**config.mk**
```make
export PLATFORM = sky130hd
export DESIGN_NAME = cp_trap_unit
export DESIGN_NICKNAME = d
export VERILOG_FILES = /design/src/rtl/cptu_pkg.sv /design/src/rtl/cptu_ctrl_reg.sv /design/src/rtl/cptu_self_access.sv /design/src/rtl/cptu_index_trap.sv /design/src/rtl/cp_trap_unit.sv
export SDC_FILE = /design/constraint.sdc
export NUM_CORES = 1
export LEC_CHECK = 0
export BUFFER_PORTS_ARGS = -buffer_cell sky130_fd_sc_hd__buf_2
export CORE_MARGIN = 4
export CORE_UTILIZATION = 43
export CTS_CLUSTER_SIZE = 40
export DETAILED_ROUTE_END_ITERATION = 10
export PLACE_DENSITY = 0.84
export SLEW_MARGIN = 20
export SYNTH_ARGS = -nofsm -noshare
export SYNTH_HDL_FRONTEND = slang
export SYNTH_SLANG_ARGS = --single-unit
```
**constraint.sdc**
```tcl
create_clock -name clk -period 2.54 [get_ports clk]
set_input_delay 0.381 -clock clk [delete_from_list [all_inputs] [get_ports clk]]
set_output_delay 0.381 -clock clk [all_outputs]
set_load 0.01 [all_outputs]
```
**src/rtl/cptu_pkg.sv**
```systemverilog
`timescale 1ns/1ps
package cptu_pkg;

    localparam int FLD_W = 4;   // CRn / CRm / coprocessor field width
    localparam int OPC_W = 3;   // opc1 / opc2 field width
    localparam int LVL_W = 2;   // privilege level width

    localparam logic [FLD_W-1:0] CP_SYS    = 4'hF;
    localparam logic [OPC_W-1:0] SELF_OPC1 = 3'd4;
    localparam logic [FLD_W-1:0] SELF_CRN  = 4'd1;
    localparam logic [FLD_W-1:0] SELF_CRM  = 4'd1;
    localparam logic [OPC_W-1:0] SELF_OPC2 = 3'd3;
    localparam int               SELF_GATE = 1;  // control bit gating level-1 self access

    typedef enum logic [LVL_W-1:0] {
        LVL_USER = 2'd0,
        LVL_KERN = 2'd1,
        LVL_HYP  = 2'd2,
        LVL_MON  = 2'd3
    } level_e;

    typedef enum logic [1:0] {
        OUT_DONE  = 2'd0,
        OUT_UNDEF = 2'd1,
        OUT_TRAP  = 2'd2
    } outcome_e;

    typedef enum logic {
        ST_IDLE = 1'b0,
        ST_RESP = 1'b1
    } state_e;

endpackage

```
**src/rtl/cptu_ctrl_reg.sv**
```systemverilog
`timescale 1ns/1ps
module cptu_ctrl_reg #(
    parameter int                REG_W  = 32,
    parameter int                NUM_T  = 16,
    parameter logic [NUM_T-1:0]  RSVD_T = 16'h4010
) (
    input  logic             clk,
    input  logic             rst_n,
    input  logic             wr_en,
    input  logic [REG_W-1:0] wr_data,
    output logic [REG_W-1:0] value
);
    localparam logic [REG_W-1:0] LIVE = {{(REG_W-NUM_T){1'b0}}, ~RSVD_T};

    logic [REG_W-1:0] value_q;

    always_ff @(posedge clk) begin
        if (!rst_n) begin
            value_q <= '0;
        end else if (wr_en) begin
            value_q <= wr_data & LIVE;
        end
    end

    assign value = value_q;
endmodule

```
**src/rtl/cptu_self_access.sv**
```systemverilog
`timescale 1ns/1ps
module cptu_self_access
    import cptu_pkg::*;
(
    input  logic             dual,
    input  logic [FLD_W-1:0] coproc,
    input  logic [OPC_W-1:0] opc1,
    input  logic [FLD_W-1:0] crn,
    input  logic [FLD_W-1:0] crm,
    input  logic [OPC_W-1:0] opc2,
    input  logic [LVL_W-1:0] level,
    input  logic             secure,
    input  logic             hyp_en,
    input  logic             gate_bit,
    output logic             hit,
    output outcome_e         outcome
);
    assign hit = !dual && (coproc == CP_SYS) && (opc1 == SELF_OPC1) &&
                 (crn == SELF_CRN) && (crm == SELF_CRM) && (opc2 == SELF_OPC2);

    // Priority: requester level first, then the secure state.
    always_comb begin
        unique case (level_e'(level))
            LVL_USER: outcome = OUT_UNDEF;
            LVL_KERN: outcome = (hyp_en && !secure && gate_bit) ? OUT_TRAP : OUT_UNDEF;
            LVL_HYP:  outcome = OUT_DONE;
            LVL_MON:  outcome = secure ? OUT_UNDEF : OUT_DONE;
            default:  outcome = OUT_UNDEF;
        endcase
    end
endmodule

```
**src/rtl/cptu_index_trap.sv**
```systemverilog
`timescale 1ns/1ps
module cptu_index_trap
    import cptu_pkg::*;
#(
    parameter int NUM_T = 16
) (
    input  logic [NUM_T-1:0] ctl,
    input  logic             dual,
    input  logic [FLD_W-1:0] coproc,
    input  logic [FLD_W-1:0] crn,
    input  logic [FLD_W-1:0] crm,
    input  logic [LVL_W-1:0] level,
    input  logic             secure,
    input  logic             hyp_en,
    input  logic             lower_undef,
    output logic             trap
);
    logic [FLD_W-1:0] idx;
    logic [NUM_T-1:0] hit;
    logic             armed;
    logic             lvl_ok;

    // Single moves are indexed by CRn, dual moves by CRm.
    assign idx = dual ? crm : crn;

    for (genvar i = 0; i < NUM_T; i++) begin : g_hit
        assign hit[i] = ctl[i] && (idx == FLD_W'(i));
    end

    assign armed = hyp_en && !secure && (coproc == CP_SYS) && (|hit);

    always_comb begin
        unique case (level_e'(level))
            LVL_KERN: lvl_ok = 1'b1;
            LVL_USER: lvl_ok = !lower_undef;
            default:  lvl_ok = 1'b0;
        endcase
    end

    assign trap = armed && lvl_ok;
endmodule

```
**src/rtl/cp_trap_unit.sv**
```systemverilog
`timescale 1ns/1ps
module cp_trap_unit
    import cptu_pkg::*;
#(
    parameter int               REG_W      = 32,
    parameter int               NUM_T      = 16,
    parameter logic [NUM_T-1:0] RSVD_T     = 16'h4010,
    parameter int               SYN_W      = 6,
    parameter logic [SYN_W-1:0] SYN_SINGLE = 6'h03,
    parameter logic [SYN_W-1:0] SYN_DUAL   = 6'h04
) (
    input  logic             clk,
    input  logic             rst_n,
    input  logic             hyp_en,
    input  logic             req_valid,
    input  logic [1:0]       req_level,
    input  logic             req_secure,
    input  logic             req_dual,
    input  logic             req_write,
    input  logic [3:0]       req_coproc,
    input  logic [2:0]       req_opc1,
    input  logic [3:0]       req_crn,
    input  logic [3:0]       req_crm,
    input  logic [2:0]       req_opc2,
    input  logic [REG_W-1:0] req_wdata,
    input  logic             req_lower_undef,
    output logic             rsp_valid,
    output logic [REG_W-1:0] rsp_rdata,
    output logic             rsp_trap,
    output logic [SYN_W-1:0] rsp_syndrome,
    output logic             rsp_undef
);
    state_e           state_q, state_d;
    logic [REG_W-1:0] ctl_value;
    logic             self_hit;
    outcome_e         self_out;
    logic             idx_trap;
    outcome_e         outcome;
    logic [SYN_W-1:0] syn_d;
    logic             self_grant;
    logic             ctl_wr;
    logic [REG_W-1:0] rdata_d;

    cptu_ctrl_reg #(
        .REG_W  (REG_W),
        .NUM_T  (NUM_T),
        .RSVD_T (RSVD_T)
    ) u_reg (
        .clk     (clk),
        .rst_n   (rst_n),
        .wr_en   (ctl_wr),
        .wr_data (req_wdata),
        .value   (ctl_value)
    );

    cptu_self_access u_self (
        .dual     (req_dual),
        .coproc   (req_coproc),
        .opc1     (req_opc1),
        .crn      (req_crn),
        .crm      (req_crm),
        .opc2     (req_opc2),
        .level    (req_level),
        .secure   (req_secure),
        .hyp_en   (hyp_en),
        .gate_bit (ctl_value[SELF_GATE]),
        .hit      (self_hit),
        .outcome  (self_out)
    );

    cptu_index_trap #(
        .NUM_T (NUM_T)
    ) u_idx (
        .ctl         (ctl_value[NUM_T-1:0]),
        .dual        (req_dual),
        .coproc      (req_coproc),
        .crn         (req_crn),
        .crm         (req_crm),
        .level       (req_level),
        .secure      (req_secure),
        .hyp_en      (hyp_en),
        .lower_undef (req_lower_undef),
        .trap        (idx_trap)
    );

    // Decision: own register first, then index trap, then pass-through.
    always_comb begin
        outcome = OUT_DONE;
        syn_d   = '0;
        if (self_hit) begin
            outcome = self_out;
            if (self_out == OUT_TRAP) begin
                syn_d = SYN_SINGLE;
            end
        end else if (idx_trap) begin
            outcome = OUT_TRAP;
            syn_d   = req_dual ? SYN_DUAL : SYN_SINGLE;
        end else if (req_lower_undef) begin
            outcome = OUT_UNDEF;
        end
    end

    assign self_grant = self_hit && (self_out == OUT_DONE);
    assign ctl_wr     = req_valid && self_grant && req_write;
    assign rdata_d    = (self_grant && !req_write) ? ctl_value : '0;

    // Next-state logic.
    always_comb begin
        unique case (state_q)
            ST_IDLE: state_d = req_valid ? ST_RESP : ST_IDLE;
            ST_RESP: state_d = req_valid ? ST_RESP : ST_IDLE;
            default: state_d = ST_IDLE;
        endcase
    end

    // State register.
    always_ff @(posedge clk) begin
        if (!rst_n) begin
            state_q <= ST_IDLE;
        end else begin
            state_q <= state_d;
        end
    end

    // Response registers.
    always_ff @(posedge clk) begin
        if (!rst_n) begin
            rsp_rdata    <= '0;
            rsp_trap     <= 1'b0;
            rsp_syndrome <= '0;
            rsp_undef    <= 1'b0;
        end else if (req_valid) begin
            rsp_rdata    <= rdata_d;
            rsp_trap     <= (outcome == OUT_TRAP);
            rsp_syndrome <= syn_d;
            rsp_undef    <= (outcome == OUT_UNDEF);
        end else begin
            rsp_rdata    <= '0;
            rsp_trap     <= 1'b0;
            rsp_syndrome <= '0;
            rsp_undef    <= 1'b0;
        end
    end

    assign rsp_valid = (state_q == ST_RESP);
endmodule

```
After elaboration in Yosys (flattened, before gate mapping)
Index checks and enable logic that the tools add are counted.
Operators by class
  muxes and demuxes: 13
  equal/unequal tests: 24
  add/subtract/negate cells: 0
  reduce and logical (&&, ||, !) cells: 38
  divide/modulo/power cells: 0
  bitwise logic cells: 0
  $mul: 0
  shift operators: 0
  magnitude comparators: 0
Operator list (count)
  $eq 4x4->1 const B: 8
  $logic_and 1x1->1: 28
  $reduce_or 14->1: 1
  $eq 4x1->1 const B: 3
  $eq 4x3->1 const B: 3
  $eq 2x2->1 const B: 4
  $eq 4x2->1 const B: 2
  $mux 2: 4
  $pmux 2 s4: 1
  $mux 3: 2
  $mux 6: 1
  $eq 2x1->1 const B: 2
  $logic_not 1->1: 4
  $logic_not 2->1: 2
  $logic_not 4->1: 1
  $mux 4: 1
  $eq 3x2->1 const B: 1
  $eq 3x3->1 const B: 1
  $mux 1: 3
  $reduce_and 3->1: 1
  $pmux 1 s2: 1
  $reduce_and 2->1: 1
Word-level totals
  latch bits: 0
  RAM bits: 0
  memories: 0
  word-level logic and storage cells: 81
  register bits after elaboration: 37
  bits in read-only memories: 0

Depth between registers and ports, before layout
Gate-level depths: netlist of the first run.
  depth in word-level cells: 9
  depth in mapped cells: 8

Modules after synthesis
A second synthesis of the first run with hierarchy kept.
Unflattened totals
  cell total of the unflattened synthesis: 258
  area total of the unflattened synthesis: 2539.9 sq um
By module, submodules not included
  cp_trap_unit: times used 1, area an instance 1353.8 sq um, cells each 129
  cptu_ctrl_reg: times used 1, area an instance 681.9 sq um, cells each 64
  cptu_index_trap: times used 1, area an instance 420.4 sq um, cells each 53
  cptu_self_access: times used 1, area an instance 83.8 sq um, cells each 12

Least setup slack after synthesis of the first run
Ideal clock, no wire load.
  kind: in2reg
  from: input req_dual
  to: register rsp_syndrome[2]
  required time: 2424 ps
  stages on the path: 7
  setup slack: 570 ps
  arrival: 1855 ps
  library setup time: 116 ps
  cells stage by stage: buf_6 > mux2i_4 > mux2i_1 > o21ai_1 > o32a_1 > o2111a_1 > and3_1
On the way
  word-level cells in the longest chain between the ends: 8
  elaborated cells on any way between the ends: 41
  those cells by class: eq/ne (13); mux (4); reduce/logical (24)
Ends and longest elaborated chain
  start, declared: line cp_trap_unit.sv:18  | input logic req_dual,
  $mux 4: line cptu_index_trap.sv:24  | assign idx = dual ? crm : crn;
  $eq 4x1->1, or another cell as far along: line cptu_index_trap.sv:27  | assign hit[i] = ctl[i] && (idx == FLD_W'(i));
  $logic_and 1x1->1: line cptu_index_trap.sv:27
  $reduce_or 14->1: line cptu_index_trap.sv:30  | assign armed = hyp_en && !secure && (coproc == CP_SYS) && (|hit);
  $logic_and 1x1->1: line cptu_index_trap.sv:30
  $logic_and 1x1->1: line cptu_index_trap.sv:40  | assign trap = armed && lvl_ok;
  $mux 3: line cp_trap_unit.sv:95  | end else if (idx_trap) begin
  $mux 6 (*): line cp_trap_unit.sv:90  | if (self_hit) begin
  end signal, assigned: line cp_trap_unit.sv:135  | rsp_syndrome <= syn_d;
  end, declared: line cp_trap_unit.sv:30  | output logic [SYN_W-1:0] rsp_syndrome,
Mark *: on every way between the ends. The rest lies on a longest branch, timed or not.
A chain may end at the register's enable or synchronous reset.

Worst setup path after layout of the first run
  from: input req_dual
  to: register rsp_undef
On the way
  word-level cells in the longest chain between the ends: 9
  elaborated cells on any way between the ends: 41
  those cells by class: eq/ne (14); mux (3); reduce/logical (24)
Ends and longest elaborated chain
  $mux 4: line cptu_index_trap.sv:24
  $eq 4x1->1, or another cell as far along: line cptu_index_trap.sv:27
  $logic_and 1x1->1: line cptu_index_trap.sv:27
  $reduce_or 14->1: line cptu_index_trap.sv:30
  $logic_and 1x1->1: line cptu_index_trap.sv:30
  $logic_and 1x1->1: line cptu_index_trap.sv:40
  $mux 2: line cp_trap_unit.sv:95
  $mux 2 (*): line cp_trap_unit.sv:90
  $eq 2x1->1 (*): line cp_trap_unit.sv:136  | rsp_undef <= (outcome == OUT_UNDEF);
  end signal, assigned: line cp_trap_unit.sv:136
  end, declared: line cp_trap_unit.sv:31  | output logic rsp_undef
Marked as above.

==> results.py, run 1 <==
metrics = {
    "route": {
        "detail_route.drc_violations": 0,
        "drt_iter0_markers": 84,
        "routed-via-count": 1399,
        "drt_first_pass_iters": 4,
        "postRouteWirelength_um": 3790,
        "avgViaCountPerCell": 4.89,
        "detail-route-antenna-nets": 0,
        "wire_per_inst_um": 13.2,
    },
    "logic_synthesis": {
        "synthDominantAreaCellType": "dfxtp_1",
        "synth_cell_type_count": 42,
        "netlist_instances": 173,
        "ys_dominant_reg_cell": "dfxtp_1",
        "ys_seq_elements": 33,
        "synth_edf_count": 0,
        "ys_seq_area_frac": 0.390,
        "post-synth-top-area-fraction": 0.390,
        "synthTopCellsByArea": "dfxtp_1 (39%), mux2i_1 (11%), buf_4 (11%)",
        "yosys_warnings": 0,
        "synthesis.area_per_instance_um2": 9.80,
        "postSynth.asyncResetShare": 0,
        "total_standard_cell_area_after_synthesis_um2": 1700,
    },
    "pwr": {
        "ir_worst_vdd_uv": 224,
        "power.static_leakage_uw": 0.000900,
        "p_per_area_nw_per_um2": 495,
    },
    "layout": {
        "post_layout_instance_count_excluding_filler_cells": 286,
        "most_common_cell_after_layout_fill_and_taps_aside": "buf_2",
        "num_antenna_cells": 0,
        "highest_count_cells_in_the_layout_ignoring_fill_and_taps": "buf_2 (61), dfxtp_1 (33), conb_1 (21)",
        "area_overhead_vs_synth_pct": 20.6,
        "sequential_cell_area_um2": 661,
        "fillers": 374,
        "nets": 297,
        "drive_gt1_frac": 0.353,
        "multi_input_gate_area_um2": 895,
        "final_area_um2": 2040,
    },
    "clock_tree": {
        "clkTransAtPathRegs_ns": 0.07,
        "clockBufferDepth": 2,
        "cts_root_buffer": "clkbuf_8",
        "tritoncts.num_buffers": 5,
        "clock_sink_count": 33,
        "post-cts-setup-buffer-count": 0,
        "cts_hold_buffers": 0,
        "worstSkewPairLatency_ns": 0.28,
        "tritoncts": "built",
        "clock_tree.htree_level_count": 2,
        "cts-resized-gates": 0,
    },
    "sta": {
        "post-route-min-period_ns": 1.96,
        "worst_clock_skew_ns": 0.00902,
        "fmax_mhz": 510,
        "final.setup.tns_ns": 0,
        "grt_setup_unrepaired": "no",
        "setup_viol_count_final": 0,
        "report.final.slew_viol_count": 0,
        "fin_crit_sh": 0.771,
        "hold_vio_cnt_final": 0,
        "fin_worst_hold_slack_ns": 0.304,
    },
    "critical_path": {
        "worstPathArrival_ns": 2.14,
        "path_max_fanout": 18,
        "criticalPathCategory": "primary input to register",
        "cp_slowest_cell": "o32a_1",
        "critPathLaunchType": "primary input",
        "endpoint_kind": "register",
        "slowest_delay_ns": 0.36,
        "critical_path.cell_chain": "buf_2, buf_4, and3b_2, a31oi_1, o32ai_1, o32a_1, o2111a_1, a2111oi_2",
        "cp_data_required_time_ns": 2.72,
    },
    "floorplan": {
        "horizontal_die_dimension_um": 70.8,
        "die_area_um2": 5010,
        "placementRows": 22,
        "chipHeight_um": 70.8,
        "io-pin-count": 101,
        "coreArea_um2": 3740,
        "start_util": 0.453,
    },
    "hold_path": {
        "timing.hold.worst.class": "primary input to register",
    },
    "global_routing": {
        "global_route.usage.total": 0.149,
        "number_of_global_route_vias_before_repair": 1326,
        "gr-total-overflow": 0,
        "grt_antenna_before_repair": 0,
        "grt_pass1_wl_um": 5910,
        "grt_start_max_net_pins": 19,
    },
    "place": {
        "port_buffers": 61,
        "dp_hpwl_um": 2900,
        "place_congestion": 0.801,
        "post_dp_cell_area_um2": 1960,
        "post-place-cells": 278,
    },
    "run_status": {
        "status": "finished clean",
    },
    "job": {
        "maxCapViolCount": 0,
    },
}
stage by stage:
step           worst slack (ns)  utilization  total power, uW
6_report                  0.581        0.546             1010
4_1_cts                   0.592        0.546             1020
3_5_place_dp              0.292        0.523              640
2_1_floorplan             0.570            -              613
5_1_grt                   0.456        0.546             1050
3_3_place_gp              0.341        0.523              637
cell type report:
cell class                      instances  share of cell area
Tap cell                               48              0.0294
Inverter                                4             0.00734
Clock buffer                            5              0.0337
Clock inverter                          3             0.00857
Multi-Input combinational cell        129               0.438
Sequential cell                        33               0.323
Timing Repair Buffer                   64               0.160
per-layer routing:
layer | vias up | global-route usage | routed length (um)
li1 | 700 | - | -
met1 | 641 | 0.176 | 1540
met2 | 53 | 0.261 | 1890
met3 | 5 | 0.0369 | 307
met4 | 0 | 0.0564 | 58
met5 | - | 0 | 0
worst paths after layout:
path | from | to | slack (ns) | depth (start not counted)
max | req_dual | rsp_undef$_SDFF_PN0_ | 0.58 | 8
min reg2reg | u_reg.value[8]$_SDFFE_PN0P_ | rsp_rdata[8]$_SDFF_PN0_ | 0.49 | 1
min | req_write | rsp_rdata[15]$_SDFF_PN0_ | 0.30 | 2
max reg2reg | u_reg.value[2]$_SDFFE_PN0P_ | rsp_undef$_SDFF_PN0_ | 1.01 | 5
synthesized netlist by cell type, types with 3 or more instances:
| cell type | n |
|---|---|
| dfxtp_1 | 33 |
| buf_4 | 24 |
| mux2i_1 | 18 |
| nor2b_1 | 15 |
| and2_1 | 13 |
| nand2_1 | 6 |
| a21oi_1 | 4 |
| inv_1 | 4 |
| nand4_1 | 4 |
| nor2_1 | 4 |
| and3b_2 | 3 |
| nor3_1 | 3 |
| nor4_1 | 3 |
| o21ai_0 | 3 |
worst max-delay path, delay by kind of cell:
kind            cells  cell delay, ns
compound gates      5            1.17
simple gates        1            0.23
buf+inv             2            0.34
flip-flops by register name (all words and copies together) (netlist names):
name,flops
rsp_trap,1
rsp_rdata,14
rsp_valid,1
rsp_undef,1
rsp_syndrome,2
u_reg.value,14
power by group:
| group | internal [uW] | leakage (uW) | total, uW | switching (uW) |
|---|---|---|---|---|
| combinational | 47.2 | 0.000590 | 111 | 64.2 |
| clock | 189 | 0.0000439 | 382 | 193 |
| sequential | 519 | 0.000266 | 519 | 0.278 |
kinds of logic (layout without fill, tap and decap cells):
family / count (synthesis) / in the layout / synth area share
and+or+nand+nor: 67 / 67 / 0.261
DFF: 33 / 33 / 0.390
buffers and inverters: 31 / 76 / 0.127
AOI/OAI and AO/OA: 21 / 21 / 0.0945
muxes: 20 / 20 / 0.126
other: 1 / 21 / 0.00221
(Power assumes the default switching activity.)
==> run 2, diff against run 1 <==
clock period = 2 ns   (was 2.54 ns; I/O delays follow)
==> run 2 against run 1 <==
  * Cell count is 2.1% higher
  * Worst setup slack got worse by 0.37 ns
  * Utilization rose by 2.8 points
  * Wire length rose by 0.98%
  * Register-to-register slack worse by 0.53 ns
  * Count of clock-buffer cells in the layout did not move
  * Clock power rose by 97%
  * First-iteration DRC count fell by 32%
  * Sequential power up 27%
  * Critical path type unchanged
==> results.py, run 2 (synthesis results as in run 1) <==
metrics = {
    "clock_tree": {
        "clock_tree.htree_level_count": 2,
        "clkTransAtPathRegs_ns": 0.07,
        "tritoncts.num_buffers": 5,
        "cts_hold_buffers": 0,
        "post-cts-setup-buffer-count": 0,
        "tritoncts": "built",
        "clock_sink_count": 33,
        "cts_root_buffer": "clkbuf_8",
        "clockBufferDepth": 2,
        "cts-resized-gates": 0,
        "worstSkewPairLatency_ns": 0.29,
    },
    "layout": {
        "post_layout_instance_count_excluding_filler_cells": 292,
        "num_antenna_cells": 0,
        "most_common_cell_after_layout_fill_and_taps_aside": "buf_2",
        "drive_gt1_frac": 0.369,
        "nets": 303,
        "highest_count_cells_in_the_layout_ignoring_fill_and_taps": "buf_2 (61), dfxtp_1 (33), conb_1 (21)",
        "area_overhead_vs_synth_pct": 26.8,
        "finish.utilization": 0.574,
    },
    "route": {
        "drt_first_pass_iters": 5,
        "postRouteWirelength_um": 3830,
        "avgViaCountPerCell": 4.89,
        "detail-route-antenna-nets": 0,
        "wire_per_inst_um": 13.1,
        "routed-via-count": 1429,
        "drt_iter0_markers": 57,
        "detail_route.drc_violations": 0,
    },
    "critical_path": {
        "criticalPathCategory": "primary input to register",
        "cp_data_required_time_ns": 2.19,
        "critPathTopFamily": "compound AO/OA/AOI/OAI gates",
        "endpoint_kind": "register",
        "worstPathArrival_ns": 1.98,
        "total_buffers_and_inverters_traversed_by_the_critical_path": 2,
        "slowest_delay_ns": 0.36,
        "critPathLaunchType": "primary input",
        "path_max_fanout": 9,
        "critical_path.cell_chain": "buf_2, buf_4, and3b_2, a31oi_1, o32ai_1, o32a_1, o2111a_1, and3_1",
        "cp_slowest_cell": "o32a_1",
    },
    "pwr": {
        "p_switching_uw": 341,
        "p_seq_frac": 0.422,
        "p_per_area_nw_per_um2": 727,
        "power.static_leakage_uw": 0.000957,
        "internal-power_uw": 1220,
        "netSwitchingFraction": 0.218,
        "comb_power_share": 0.096,
        "clockPowerShare": 0.482,
        "ir_worst_vdd_uv": 464,
        "total_power_uw": 1560,
    },
    "sta": {
        "fin_crit_sh": 0.895,
        "hold_vio_cnt_final": 0,
        "fmax_mhz": 559,
        "fin_worst_hold_slack_ns": 0.220,
        "worst_clock_skew_ns": 0.00553,
        "final.setup.tns_ns": 0,
        "post-route-min-period_ns": 1.79,
        "setup_viol_count_final": 0,
        "grt_setup_unrepaired": "no",
        "report.final.slew_viol_count": 0,
    },
    "floorplan": {
        "horizontal_die_dimension_um": 70.8,
        "die_area_um2": 5010,
        "start_util": 0.453,
        "placementRows": 22,
        "io-pin-count": 101,
        "coreArea_um2": 3740,
        "chipHeight_um": 70.8,
    },
    "place": {
        "place_congestion": 0.825,
        "port_buffers": 61,
        "dp_hpwl_um": 2980,
        "post-place-cells": 284,
    },
    "run_status": {
        "status": "finished clean",
    },
    "global_routing": {
        "global_route.usage.total": 0.153,
        "grt_pass1_wl_um": 6000,
        "gr-total-overflow": 0,
        "grt_start_max_net_pins": 16,
        "number_of_global_route_vias_before_repair": 1345,
        "grt_antenna_before_repair": 0,
    },
    "job": {
        "maxCapViolCount": 0,
    },
    "hold_path": {
        "timing.hold.worst.class": "primary input to register",
    },
}
run 2: path summary, 6_finish.rpt:
kind         cells past startpoint                         from                          to  slack [ns]
min reg2reg                      1  u_reg.value[9]$_SDFFE_PN0P_     rsp_rdata[9]$_SDFF_PN0_        0.48
max                              8                     req_dual  rsp_syndrome[2]$_SDFF_PP0_        0.21
min                              2                    req_write    rsp_rdata[15]$_SDFF_PN0_        0.22
max reg2reg                      5  u_reg.value[2]$_SDFFE_PN0P_  rsp_syndrome[2]$_SDFF_PP0_        0.48
run 2: area by class of cell:
cell class	count	area, um2
Clock buffer	5	68.8
Fill cell	362	1590
Tap cell	48	60.1
Timing Repair Buffer	70	385
Sequential cell	33	661
Inverter	4	15.0
Clock inverter	3	65.1
Multi-Input combinational cell	129	895
run 2: power groups by stage:
stage | sequential [uW] | combinational, uW | clock (uW)
finish | 659 | 150 | 753
global route | 659 | 164 | 796
CTS | 659 | 149 | 767
detailed placement | 674 | 148 | 0
global placement | 674 | 144 | 0
floorplan | 675 | 104 | 0
run 2: routing by layer:
metal	vias up	GRT usage	share of wire
met3	7	0.0526	0.078
met5	-	0	0
met4	0	0.0668	0.018
met2	52	0.262	0.50
met1	659	0.171	0.40
li1	711	-	-
run 2: metrics by stage:
stage / instance area, um2 / setup WS (ns)
floorplan: 1770 / 0.111
global placement: 2020 / -0.0504
detailed placement: 2020 / -0.0940
CTS: 2150 / 0.206
global route: 2150 / 0.143
finish: 2150 / 0.211
run 2: worst register-to-register path, stage by stage, from the launching register on:
cell,delay (ns)
dfxtp_1,0.33
mux2i_1,0.17
o21ai_1,0.08
o32a_1,0.36
o2111a_1,0.29
and3_1,0.19
